==> src/rtl/slew_mon_pkg.sv <==
package slew_mon_pkg;

    // Conversion rate selector; the scale applied to a sample difference
    typedef enum logic [2:0] {
        RATE_X166 = 3'd0,
        RATE_X32  = 3'd1,
        RATE_X16  = 3'd2,
        RATE_X8   = 3'd3,
        RATE_X4   = 3'd4,
        RATE_X2   = 3'd5,
        RATE_X1   = 3'd6,
        RATE_HALF = 3'd7
    } rate_e;

    // Extra headroom bits needed by the largest scale factor (166 < 2^8)
    localparam int unsigned SCALE_HEADROOM = 8;

endpackage

==> src/rtl/slew_diff_scale.sv <==
module slew_diff_scale
    import slew_mon_pkg::*;
#(
    parameter int unsigned IN_W   = 14,
    parameter int unsigned WIDE_W = IN_W + 1 + SCALE_HEADROOM
) (
    input  logic signed [IN_W-1:0]   cur_sample,
    input  logic signed [IN_W-1:0]   prev_sample,
    input  logic [2:0]               rate_code,
    output logic signed [WIDE_W-1:0] scaled
);

    localparam int unsigned DIFF_W = IN_W + 1;

    logic signed [DIFF_W-1:0] diff;
    logic signed [WIDE_W-1:0] ext;

    always_comb begin
        diff = $signed({cur_sample[IN_W-1], cur_sample})
             - $signed({prev_sample[IN_W-1], prev_sample});
        ext  = $signed({{(WIDE_W-DIFF_W){diff[DIFF_W-1]}}, diff});
    end

    always_comb begin
        unique case (rate_e'(rate_code))
            RATE_X166: scaled = (ext <<< 7) + (ext <<< 5) + (ext <<< 2) + (ext <<< 1);
            RATE_X32:  scaled = ext <<< 5;
            RATE_X16:  scaled = ext <<< 4;
            RATE_X8:   scaled = ext <<< 3;
            RATE_X4:   scaled = ext <<< 2;
            RATE_X2:   scaled = ext <<< 1;
            RATE_X1:   scaled = ext;
            RATE_HALF: scaled = ext >>> 1;
            default:   scaled = ext;
        endcase
    end

endmodule

==> src/rtl/slew_saturate.sv <==
module slew_saturate #(
    parameter int unsigned IN_W  = 23,
    parameter int unsigned OUT_W = 14
) (
    input  logic signed [IN_W-1:0]  wide,
    output logic signed [OUT_W-1:0] clamped
);

    localparam int unsigned HI_W = IN_W - OUT_W + 1;

    logic [HI_W-1:0] hi_bits;

    always_comb begin
        hi_bits = wide[IN_W-1:OUT_W-1];
        if ((&hi_bits) || !(|hi_bits)) begin
            clamped = wide[OUT_W-1:0];
        end else if (wide[IN_W-1]) begin
            clamped = {1'b1, {(OUT_W-1){1'b0}}};
        end else begin
            clamped = {1'b0, {(OUT_W-1){1'b1}}};
        end
    end

endmodule

==> src/rtl/slew_limit_cmp.sv <==
module slew_limit_cmp #(
    parameter int unsigned RES_W = 14,
    parameter int unsigned LIM_W = 13
) (
    input  logic signed [RES_W-1:0] result,
    input  logic [LIM_W-1:0]        limit,
    output logic                    exceeds
);

    localparam int unsigned CMP_W = (RES_W - 1 > LIM_W) ? RES_W - 1 : LIM_W;

    logic [CMP_W-1:0] mag;
    logic [CMP_W-1:0] lim_ext;

    always_comb begin
        mag     = CMP_W'(result[RES_W-2:0]);
        lim_ext = CMP_W'(limit);
        exceeds = !result[RES_W-1] && (mag > lim_ext);
    end

endmodule

==> src/rtl/slew_rate_monitor.sv <==
module slew_rate_monitor
    import slew_mon_pkg::*;
#(
    parameter int unsigned TEMP_W = 14,
    parameter int unsigned LIM_W  = 13,
    parameter int unsigned PAD_W  = 2
) (
    input  logic                     clk,
    input  logic                     rst_n,
    input  logic                     sample_valid,
    input  logic signed [TEMP_W-1:0] sample_temp,
    input  logic                     cont_mode,
    input  logic [2:0]               rate_code,
    input  logic [LIM_W-1:0]         slew_limit,
    output logic [TEMP_W+PAD_W-1:0]  slew_word,
    output logic                     slew_high,
    output logic                     slew_event
);

    localparam int unsigned WIDE_W = TEMP_W + 1 + SCALE_HEADROOM;

    typedef struct packed {
        logic signed [TEMP_W-1:0] prev;
        logic                     have_prev;
        logic signed [TEMP_W-1:0] slew;
        logic                     high;
        logic                     evt;
    } mon_state_t;

    mon_state_t st_d, st_q;

    logic signed [WIDE_W-1:0] scaled_w;
    logic signed [TEMP_W-1:0] clamped_w;
    logic                     over_w;

    slew_diff_scale #(
        .IN_W   (TEMP_W),
        .WIDE_W (WIDE_W)
    ) u_scale (
        .cur_sample  (sample_temp),
        .prev_sample (st_q.prev),
        .rate_code   (rate_code),
        .scaled      (scaled_w)
    );

    slew_saturate #(
        .IN_W  (WIDE_W),
        .OUT_W (TEMP_W)
    ) u_sat (
        .wide    (scaled_w),
        .clamped (clamped_w)
    );

    slew_limit_cmp #(
        .RES_W (TEMP_W),
        .LIM_W (LIM_W)
    ) u_cmp (
        .result  (clamped_w),
        .limit   (slew_limit),
        .exceeds (over_w)
    );

    always_comb begin
        st_d     = st_q;
        st_d.evt = 1'b0;
        if (!cont_mode) begin
            st_d.prev      = '0;
            st_d.have_prev = 1'b0;
            st_d.slew      = '0;
            st_d.high      = 1'b0;
        end else if (sample_valid) begin
            st_d.prev      = sample_temp;
            st_d.have_prev = 1'b1;
            if (st_q.have_prev) begin
                st_d.slew = clamped_w;
                st_d.high = over_w;
                st_d.evt  = over_w && !st_q.high;
            end
        end
    end

    always_ff @(posedge clk or negedge rst_n) begin
        if (!rst_n) begin
            st_q <= '0;
        end else begin
            st_q <= st_d;
        end
    end

    assign slew_word  = {st_q.slew, {PAD_W{1'b0}}};
    assign slew_high  = st_q.high;
    assign slew_event = st_q.evt;

endmodule

==> config.mk <==
export PLATFORM = sky130hd
export DESIGN_NAME = slew_rate_monitor
export DESIGN_NICKNAME = d
export VERILOG_FILES = /design/src/rtl/slew_mon_pkg.sv /design/src/rtl/slew_diff_scale.sv /design/src/rtl/slew_saturate.sv /design/src/rtl/slew_limit_cmp.sv /design/src/rtl/slew_rate_monitor.sv
export SDC_FILE = /design/constraint.sdc
export NUM_CORES = 1
export LEC_CHECK = 0
export BUFFER_PORTS_ARGS = -buffer_cell sky130_fd_sc_hd__buf_2
export CORE_UTILIZATION = 30
export CTS_BUF_LIST = sky130_fd_sc_hd__clkbuf_8 sky130_fd_sc_hd__clkbuf_16
export CTS_CLUSTER_SIZE = 28
export DETAILED_ROUTE_END_ITERATION = 8
export GPL_TIMING_DRIVEN = 0
export PLACE_DENSITY = 0.48
export SYNTH_ARGS = -nofsm -noshare
export SYNTH_HDL_FRONTEND = slang
export SYNTH_HIERARCHICAL = 1
export SYNTH_SLANG_ARGS = --single-unit
==> constraint.sdc <==
create_clock -name clk -period 6.7 [get_ports clk]
set_input_delay 1.34 -clock clk [delete_from_list [all_inputs] [get_ports clk]]
set_output_delay 1.34 -clock clk [all_outputs]
set_load 0.01 [all_outputs]
==> run metrics <==
Reg power frac=0.070; Post-DP Area=between 6000 and 7000 um^2; pin count of the biggest net entering global routing=32; Worst Hold Margin=~450 ps; Internal=roughly 1500 uW; fin util=0.400; Die Area=19,600 um^2; EDFF count, synth=0; DR iter-0 viols=303; Required @ worst endpoint=6920 ps; chip width=140 um; status=finished, violations left; Port Buffers=47; largest family of logic cells by synthesized area=compound AO/OA/AOI/OAI gates; Root Buffer=clkbuf_16; Detailed Place HPWL=approximately 14 mm; vias in the first global route=roughly 5.5k; most common cell after layout, fill and taps aside=nand2_1; unique cell type count in the Yosys netlist=between 70 and 80; max cap viols=0; IO Pins=52; H-tree Lvls=2; Power Density=393 nW/um^2; crit path max-delay cell type=fa_1; combinational share of power=0.838; area grow syn2layout=30.7%; Yosys reg bits=31; R2R depth=31; worst skew pair latency=between 200 and 300 ps; Net Sw Frac=0.502; max incr delay on CP=approximately 480 ps; FFs w/ async S/R, synth=1.00; layout cells sized above 1=0.305; Post-synth top flop=dfrtp_1; Worst Setup End Kind=flip-flop; DR vias=~5.7k; Fmax achieved=around 0.13 GHz; Final Cycle Share=1.13; Layout Skew=approximately 4.1 ps; Diodes inserted=0; GPL Wtd Cong=approximately 0.94; Worst-Margin Slew=just over 700 ps; Fin. Hold Viols=0; first-pass GRT wire length=29.0 mm; hold path cells=1; Initial Util=0.306; filler instances=about 2.0k; sequential fraction of the synthesis area=0.136; hold crit path type=flip-flop to flip-flop; Tmin final=7570 ps; Clock Path Buffers=2; GRT overflow=0; die height=about 140 um; arrival time worst endpoint=between 7000 and 8000 ps; adder-cell share of the synthesized area=0.192; r2r startpoint=st_q[18]$_DFFE_PN0P_; R2R Setup Slk=-170 ps; most frequent cells in the layout=81 x nand2_1, 63 x buf_4, 62 x inv_1, 52 x ha_1, 48 x buf_2; worst-path fanout max=7; Clock Power Share=0.092; synthesis warning total=6; Clock transition at path regs=50 ps; cell count after synthesis=~730; mapped cell area=between 5000 and 6000 um^2; unrepaired setup endpoints after global routing=true; Post-Synth XOR/XNOR Area=0.0488; CTS Hold Bufs=0; violated checks=negative setup slack; ANT nets after route=0; fin nets=940; relative max-transition margin=0.519; Via-to-Cell Ratio=around 5.4; LEAKAGE=0.00333 uW; Syn Area/Cell=~8 um^2; sw power=roughly 1500 uW; CP Launch Type=primary input; worst vdd ir=0.177 mV; post-route setup slack=-875 ps; first-pass iteration count of the detailed router=5; DRC=0; GR Util All Layers=0.186; Compound-Gate Fraction of Synth Area=0.257; row cnt=50; Endpoint, Worst Hold=slew_event$_DFF_PN0_; design area=between 7000 and 8000 um^2; Core Area=around 19,000 um^2; initial antenna violation count=0; Hold Crit Start=slew_high$_DFFE_PN0P_; WL/cell=17.1 um; final setup vio count=4; Critical R2R Capture=slew_event$_DFF_PN0_; CTS Buf Count=5; Simple-Gate Fraction of Synth Area=0.205; CTS tree=yes; final WL=around 18 mm; Slew Viols, Final=0; # clock sinks=31; mux contribution to synthesized area=0.0525; Worst Setup Path Type=primary input to flip-flop
-- per-stage QoR --
stage / TNS (ps) / setup WS, ps / instances / power, uW
5_1_grt: -4830 / -1220 / 1064 / 3200
6_report: -1830 / -875 / 1064 / 2940
2_1_floorplan: -1020 / -517 / 730 / 1670
4_1_cts: -1930 / -894 / 1047 / 2680
3_5_place_dp: -15950 / -1950 / 1011 / 2140
3_3_place_gp: -15070 / -1950 / 1011 / 2150
-- cell usage after synthesis (all sizes together) (5+ instances only) --
library cell,n,area [um^2]
a211o,6,52.6
a211oi,9,72.6
a21boi,5,37.5
a21o,16,120
a21oi,52,260
a221oi,5,43.8
a31oi,6,37.5
and2,5,33.8
and3,7,43.8
buf,34,269
clkbuf,22,82.6
dfrtp,31,776
fa,14,280
ha,63,788
inv,70,263
mux2i,21,210
nand2,83,312
nand3,17,85.1
nand4,24,213
nor2,40,150
nor2b,19,119
nor3,17,90.1
nor4,5,52.6
o211ai,8,60.1
o21a,5,37.5
o21ai,44,258
o221ai,14,185
xnor2,22,200
xor2,9,78.8
-- power groups by stage --
stage          clock (uW)  sequential (uW)  combinational [uW]
2_1_floorplan           0              208                1470
3_3_place_gp            0              209                1940
3_5_place_dp            0              209                1930
4_1_cts               281              206                2200
5_1_grt               286              207                2710
6_report              271              206                2470
-- worst max-delay path, delay by kind of cell --
family,cells,cell delay [ps]
fa+ha+maj,5,1670
compound gates,13,2660
simple gates,7,1240
xor+xnor,1,320
buf+inv,5,540
-- worst max path at each step --
stage,from,endpoint,slack (ps),depth (start not counted)
global placement,sample_temp[2],slew_event$_DFF_PN0_,-1950,29
floorplan,sample_temp[0],slew_high$_DFFE_PN0P_,-520,34
global route,sample_temp[11],slew_high$_DFFE_PN0P_,-1220,31
detailed placement,sample_temp[11],slew_event$_DFF_PN0_,-1950,29
CTS,sample_temp[0],slew_high$_DFFE_PN0P_,-890,36
finish,sample_temp[1],slew_event$_DFF_PN0_,-870,31
-- routing by layer --
| layer | wire length [um] | GRT usage | vias to the layer above |
|---|---|---|---|
| met5 | 0 | 0 | - |
| met4 | 624 | 0.0821 | 0 |
| met3 | 814 | 0.0191 | 42 |
| met2 | 8100 | 0.290 | 152 |
| met1 | 8630 | 0.258 | 2686 |
| li1 | - | - | 2827 |
-- logic make-up after synthesis --
| logic type | count (synthesis) |
|---|---|
| and+or+nand+nor | 227 |
| buffers and inverters | 128 |
| adders and majority gates | 80 |
| muxes | 26 |
| other | 1 |
| DFF | 31 |
| AOI/OAI and AO/OA | 205 |
| xor gates and xnor gates | 31 |
-- state kept, by name, summed over array words and instances, names as in the netlist --
register    cells
st_q           15
slew_word      14
slew_event      1
slew_high       1
-- what timing repair did --
item / in CTS / in global routing
setup buffers: 28 / 19
resized for setup: 56 / 59
pin swaps: 36 / 27
endpoints found under the setup margin: 16 / 15
gates cloned: 1 / 0
-- layout make-up --
| cell class | count | area, um^2 | share of cell area |
|---|---|---|---|
| plain buffers | 53 | 385 | 0.0515 |
| clock buffers | 6 | 139 | 0.0186 |
| clock inverters | 2 | 35.0 | 0.00468 |
| inverters | 72 | 297 | 0.0396 |
| multi-input cells | 571 | 4890 | 0.653 |
| flip-flops and latches | 31 | 776 | 0.104 |
| well taps | 234 | 293 | 0.0391 |
| repair buffers | 95 | 669 | 0.0895 |
Note: power is estimated with default switching activity, not from simulation.
